### config.mk
export PLATFORM = sky130hd
export DESIGN_NAME = adc_trig_sched
export DESIGN_NICKNAME = d
export VERILOG_FILES = /design/src/rtl/adc_sched_pkg.sv /design/src/rtl/adc_sched_ctrl.sv /design/src/rtl/adc_sched_dpath.sv /design/src/rtl/adc_trig_sched.sv
export SDC_FILE = /design/constraint.sdc
export NUM_CORES = 1
export LEC_CHECK = 0
export BUFFER_PORTS_ARGS = -buffer_cell sky130_fd_sc_hd__clkbuf_2
export CAP_MARGIN = 10
export CORE_ASPECT_RATIO = 1.25
export CORE_UTILIZATION = 50
export CTS_BUF_LIST = sky130_fd_sc_hd__clkbuf_16
export DETAILED_ROUTE_END_ITERATION = 8
export GPL_TIMING_DRIVEN = 0
export PLACE_DENSITY = 0.73
export SLEW_MARGIN = 20
export SYNTH_ARGS = -nofsm -noshare
export SYNTH_HDL_FRONTEND = slang
export SYNTH_HIERARCHICAL = 1
export SYNTH_SLANG_ARGS = --single-unit
### constraint.sdc
create_clock -name clk -period 2.65 [get_ports clk]
set_input_delay 0 -clock clk [delete_from_list [all_inputs] [get_ports clk]]
set_output_delay 0 -clock clk [all_outputs]
set_load 0.01 [all_outputs]
### src/rtl/adc_sched_pkg.sv
package adc_sched_pkg;
  // strobes from sequencer to datapath
  typedef struct packed {
    logic wrEn;       // store eocData at chanSel
    logic swap;       // copy working bank to output
    logic swapValid;  // the closing window was complete
    logic ovrSet;     // the closing window was cut short
  } schedStrobe_t;
endpackage

### src/rtl/adc_sched_ctrl.sv
module adc_sched_ctrl
  import adc_sched_pkg::*;
#(
  parameter int NPH = 3,
  parameter int CW  = 16,
  parameter int SW  = $clog2(2*NPH+1)
) (
  input  logic          clk,
  input  logic          rstN,
  input  logic [CW-1:0] pwmCnt,
  input  logic [CW-1:0] cmpVal,
  input  logic          ctrlTick,
  input  logic          eocValid,
  output logic          adcTrig,
  output logic [SW-1:0] chanSel,
  output schedStrobe_t  strobe
);
  localparam int PW = $clog2(NPH+1);
  localparam logic [PW-1:0] PER_DONE = PW'(NPH);
  localparam logic [SW-1:0] SEL_BUS  = SW'(2*NPH);

  logic          active;
  logic          busy;
  logic [PW-1:0] perCnt;
  logic [1:0]    convIdx;
  logic          convDone;
  logic          startHit;
  logic [SW-1:0] selLine;

  assign convDone = active && busy && eocValid;
  assign startHit = active && !busy && (perCnt < PER_DONE) && (pwmCnt == cmpVal);
  assign selLine  = SW'(NPH) + SW'(perCnt);

  always_ff @(posedge clk) begin
    if (!rstN) begin
      active  <= 1'b0;
      busy    <= 1'b0;
      perCnt  <= '0;
      convIdx <= '0;
      adcTrig <= 1'b0;
      chanSel <= '0;
    end else begin
      adcTrig <= 1'b0;
      if (ctrlTick) begin
        active  <= 1'b1;
        busy    <= 1'b0;
        perCnt  <= '0;
        convIdx <= '0;
      end else if (convDone) begin
        if (convIdx == 2'd2) begin
          busy   <= 1'b0;
          perCnt <= perCnt + PW'(1);
        end else begin
          convIdx <= convIdx + 2'd1;
          adcTrig <= 1'b1;
          chanSel <= (convIdx == 2'd0) ? selLine : SEL_BUS;
        end
      end else if (startHit) begin
        busy    <= 1'b1;
        convIdx <= '0;
        adcTrig <= 1'b1;
        chanSel <= SW'(perCnt);
      end
    end
  end

  always_comb begin
    strobe.wrEn      = convDone && !ctrlTick;
    strobe.swap      = ctrlTick;
    strobe.swapValid = active && (perCnt == PER_DONE);
    strobe.ovrSet    = ctrlTick && active && (perCnt != PER_DONE);
  end

  // only defined channel codes are ever started
  p_sel_range_r3: assert property (@(posedge clk) disable iff (!rstN)
    adcTrig |-> (int'(chanSel) <= 2*NPH));
  // a trigger never repeats while its conversion is pending
  p_trig_pulse_r4: assert property (@(posedge clk) disable iff (!rstN)
    adcTrig |=> !adcTrig);
  // silence once the window's periods are used up
  p_quiet_done_r5: assert property (@(posedge clk) disable iff (!rstN)
    (perCnt == PER_DONE && !ctrlTick) |=> !adcTrig);
endmodule

### src/rtl/adc_sched_dpath.sv
module adc_sched_dpath
  import adc_sched_pkg::*;
#(
  parameter int NCH = 7,
  parameter int DW  = 12,
  parameter int SW  = $clog2(NCH)
) (
  input  logic                    clk,
  input  logic                    rstN,
  input  schedStrobe_t            strobe,
  input  logic [SW-1:0]           wrIdx,
  input  logic [DW-1:0]           eocData,
  output logic [NCH-1:0][DW-1:0]  outBank,
  output logic                    bankValid,
  output logic                    overrun
);
  logic [NCH-1:0][DW-1:0] workBank;

  for (genvar i = 0; i < NCH; i++) begin : g_entry
    always_ff @(posedge clk) begin
      if (!rstN) begin
        workBank[i] <= '0;
        outBank[i]  <= '0;
      end else begin
        if (strobe.wrEn && (wrIdx == SW'(i))) workBank[i] <= eocData;
        if (strobe.swap) outBank[i] <= workBank[i];
      end
    end
  end

  always_ff @(posedge clk) begin
    if (!rstN) begin
      bankValid <= 1'b0;
      overrun   <= 1'b0;
    end else begin
      if (strobe.swap)   bankValid <= strobe.swapValid;
      if (strobe.ovrSet) overrun   <= 1'b1;
    end
  end

  // presented bank only moves on a tick
  p_out_hold_r6: assert property (@(posedge clk) disable iff (!rstN)
    !strobe.swap |=> $stable(outBank));
  // validity only re-evaluated on a tick
  p_valid_hold_r7: assert property (@(posedge clk) disable iff (!rstN)
    !strobe.swap |=> $stable(bankValid));
  // overrun is sticky
  p_ovr_sticky_r8: assert property (@(posedge clk) disable iff (!rstN)
    overrun |=> overrun);
  // no write without an accepted result
  p_work_ignored_r9: assert property (@(posedge clk) disable iff (!rstN)
    !strobe.wrEn |=> $stable(workBank));
endmodule

### src/rtl/adc_trig_sched.sv
module adc_trig_sched
  import adc_sched_pkg::*;
#(
  parameter int NPH = 3,
  parameter int CW  = 16,
  parameter int DW  = 12,
  parameter int NCH = 2*NPH+1,
  parameter int SW  = $clog2(NCH)
) (
  input  logic              clk,
  input  logic              rstN,
  input  logic [CW-1:0]     pwmCnt,
  input  logic [CW-1:0]     cmpVal,
  input  logic              ctrlTick,
  input  logic              eocValid,
  input  logic [DW-1:0]     eocData,
  output logic              adcTrig,
  output logic [SW-1:0]     chanSel,
  output logic [NCH*DW-1:0] bankOut,
  output logic              bankValid,
  output logic              overrun
);
  schedStrobe_t           strobe;
  logic [NCH-1:0][DW-1:0] outBank;

  adc_sched_ctrl #(.NPH(NPH), .CW(CW), .SW(SW)) u_ctrl (
    .clk(clk), .rstN(rstN), .pwmCnt(pwmCnt), .cmpVal(cmpVal),
    .ctrlTick(ctrlTick), .eocValid(eocValid),
    .adcTrig(adcTrig), .chanSel(chanSel), .strobe(strobe)
  );

  adc_sched_dpath #(.NCH(NCH), .DW(DW), .SW(SW)) u_dpath (
    .clk(clk), .rstN(rstN), .strobe(strobe), .wrIdx(chanSel),
    .eocData(eocData), .outBank(outBank),
    .bankValid(bankValid), .overrun(overrun)
  );

  assign bankOut = outBank;
endmodule

==> metrics.md <==
| Metric | Value |
|---|---|
| Crit path DAT | `2.33 ns` |
| Syn Nets | `709` |
| Count of pins over their slew limit | `0` |
| Leading area contributor after synthesis | `dfxtp_1` |
| Area after DPL | `7940 µm²` |
| Initial DRT Pass Iterations | `4` |
| Post_cts resized | `0` |
| CTS Sinks | `180` |
| Number of synthesized flops with an enable pin | `0` |
| Worst hold path class | `input port to flop` |
| Crit start category | `flop` |
| Area grow syn2layout | `21.1%` |
| Number of global-route vias before repair | `5051` |
| Mapped cell area | `7040 µm²` |
| Slowest CP cell | `nor2_1` |
| Via count | `5111` |
| Cell Int Power | `4.21 mW` |
| Post-synthesis mux area share | `24.3%` |
| Clock power frac | `45.3%` |
| Finished Cell Area | `8530 µm²` |
| Distinct cells, synth | `36` |
| RSZ-0062 raised after global routing | `no` |
| Maximum vdd drop | `447 µV` |
| Largest net degree at the start of global routing | `17` |
| Top-area cell type share of the netlist area | `51.2%` |
| CTS tree | `yes` |
| Filler cell count | `1182` |
| Comb pwr share | `4.8%` |
| Cell family with most CP delay | `simple AND/OR/NAND/NOR gates` |
| Worst r2r src | `u_ctrl/busy$_SDFFE_PP0P_` |
| Final ANT Viol Nets | `0` |
| First-pass GRT wire length | `25.3 mm` |
| Total wire length | `16.0 mm` |
| CTS Root Cell | `clkbuf_16` |
| Worst Clk Skew | `0.00942 ns` |
| Main synth FF type | `dfxtp_1` |
| Crit. path cell count | `5` |
| Routability Congestion | `0.804` |
| Final Hold Fails | `0` |
| Worst-path clk slew | `0.07 ns` |
| YS warnings | `6` |
| CP Class | `flop to flop` |
| Antenna Cells | `0` |
| IO Count | `138` |
| Cell count after synthesis | `657` |
| Synth Area in Adders | `0.711%` |
| Max-cap violation count | `0` |
| LEAKAGE | `4.03 nW` |
| Crit path buffers/inverters | `1` |
| CP peak stage delay | `0.43 ns` |
| WP data required | `2.98 ns` |
| Synth async-reset ratio | `0%` |
| Cell breakdown of the critical path | `nand3_1 -> nor2_1 -> nor4b_4 -> buf_6 -> mux2i_1` |
| Initial core utilization | `51.2%` |
| Simple-gate share of the synthesized area | `17.1%` |
| XOR/XNOR Fraction of Synth Area | `2.11%` |
| Worst Hold Endpoint | `u_ctrl/active$_SDFFE_PN0P_` |
| Power density over the cells | `636 nW/µm²` |
| Share of cells above drive strength 1 | `23.3%` |
| Fmax achieved | `0.499 GHz` |
| Hold depth | `2` |
| Synth Area in Compound Gates | `1.37%` |
| Hold buffer count at CTS | `1` |
| Site Rows | `48` |
| Total power | `5.43 mW` |
| DP HPWL | `11.6 mm` |
| Die H | `135 µm` |
| Most frequent cell after synthesis | `dfxtp_1` |
| Hold Worst Slack | `0.0222 ns` |
| Status | `complete, no violations` |
| Final cell count without fillers | `1000` |
| Initial antenna violation count | `0` |
| Slew margin rel. | `64.6%` |
| Die area | `14600 µm²` |
| Die X | `108 µm` |
| Final setup viols | `0` |
| CTS buffer count | `17` |
| Mapped Avg Cell Area | `10.7 µm²` |
| RR Endpoint | `u_dpath/workBank[10]$_SDFFE_PN0P_` |
| Seq/Total Area, Yosys | `51.2%` |
| Setup ws final | `0.647 ns` |
| Placed Cells | `967` |
| CTS H-Tree Depth | `4` |
| Vias per Instance | `5.11` |
| Initial drt markers | `243` |
| FF-to-FF path depth | `5` |
| Clock Path Buffers | `2` |
| Post-Place Setup Slack | `0.702 ns` |
| Grt ovf | `0` |
| Worst Min Path Start | `ctrlTick` |
| Synth top cells by count | `180 x dfxtp_1, 171 x mux2i_1, 104 x nand2_1` |
| R2R setup slack | `0.65 ns` |
| Synth Register Bits | `180` |
| Worst-Margin Slew | `0.529 ns` |
| I/O Buffers | `135` |
| Setup tns final | `0 ns` |
| Remaining DRCs | `0` |
| Critical path endpoint category | `flop` |
| Post-route minimum period | `2.00 ns` |
| Post-CTS Setup Bufs | `0` |
| Period utilization | `75.6%` |
| Util after Layout | `62.0%` |
| Clock Latency Late Sink | `0.42 ns` |
| Sw Share | `22.4%` |
| CP Max Fanout | `10` |
| GRT Total Usage | `22.9%` |
| Synth area leaders | `dfxtp_1 51%, mux2i_1 24%, nor2b_1 7.6%, nand2_1 5.5%, xnor2_1 2.1%` |
| Routed wire length per instance | `16.0 µm` |
| CORE AREA | `13800 µm²` |
| Largest family of logic cells by synthesized area | `multiplexers` |
| Switching power | `1.22 mW` |
| Nets | `864` |
| Sequential Power Share | `49.9%` |
==> layout by cell type, fill, tap and decap left out, types with 3 or more instances in the layout <==
cell type   count
inv_1           4
o21ai_0         3
clkbuf_16      17
buf_4          13
nand4b_1        3
xnor2_1        17
nor2_1          3
a21oi_1         4
nand4bb_1       3
nor2b_1        86
inv_6           3
nand3_1         8
dfxtp_1       180
clkbuf_2      135
mux2i_1       171
buf_2           7
clkbuf_1       18
ha_1            4
clkinv_4        4
clkinvlp_4      3
nand4_1         6
nand2_1       104
==> power by group through the flow <==
stage	Sequential [mW]	Clock [mW]	Combinational, mW
3_3_place_gp	2.77	0	0.258
5_1_grt	2.71	2.61	0.281
4_1_cts	2.71	2.49	0.265
3_5_place_dp	2.77	0	0.262
2_1_floorplan	2.77	0	0.163
6_report	2.71	2.46	0.263
==> worst max-delay path by stage <==
stage,endpoint,startpoint
floorplan,u_dpath/workBank[0]$_SDFFE_PN0P_,u_ctrl/active$_SDFFE_PN0P_
global placement,u_dpath/workBank[2]$_SDFFE_PN0P_,u_ctrl/active$_SDFFE_PN0P_
detailed placement,u_dpath/workBank[9]$_SDFFE_PN0P_,u_ctrl/busy$_SDFFE_PP0P_
CTS,u_dpath/workBank[9]$_SDFFE_PN0P_,u_ctrl/busy$_SDFFE_PP0P_
global route,u_dpath/workBank[10]$_SDFFE_PN0P_,u_ctrl/active$_SDFFE_PN0P_
finish,u_dpath/workBank[10]$_SDFFE_PN0P_,u_ctrl/busy$_SDFFE_PP0P_
==> state kept, by name, summed over array words and instances (netlist names) <==
name and flops:
u_ctrl/adcTrig 1, u_ctrl/chanSel 3, u_ctrl/active 1, u_dpath/outBank 84, u_ctrl/busy 1, u_dpath/workBank 84, u_dpath/overrun 1, u_dpath/bankValid 1
u_ctrl/perCnt 2, u_ctrl/convIdx 2
==> final cells by class <==
cell class / count / area, µm² / area share (%)
Clock buffer: 17 / 425 / 4.99
Timing Repair Buffer: 136 / 686 / 8.04
Clock inverter: 15 / 156 / 1.83
Sequential cell: 180 / 3600 / 42.2
Buffer: 40 / 215 / 2.52
Tap cell: 175 / 219 / 2.57
Multi-Input combinational cell: 433 / 3210 / 37.6
Inverter: 4 / 15.0 / 0.176
==> kinds of logic after synthesis <==
family,after synthesis
flops,180
buf+inv,44
compound gates,14
simple gates,227
xor+xnor,17
mux,171
fa+ha+maj,4
==> routing by layer <==
metal,part of all wire (%),global-route usage [%],up-vias
met5,0,0,-
met4,1.8,7.53,0
met3,4.7,4.73,21
met2,51,40.7,135
met1,42,27.1,2439
li1,-,-,2516
No activity file was read; power rests on OpenSTA's default activity.
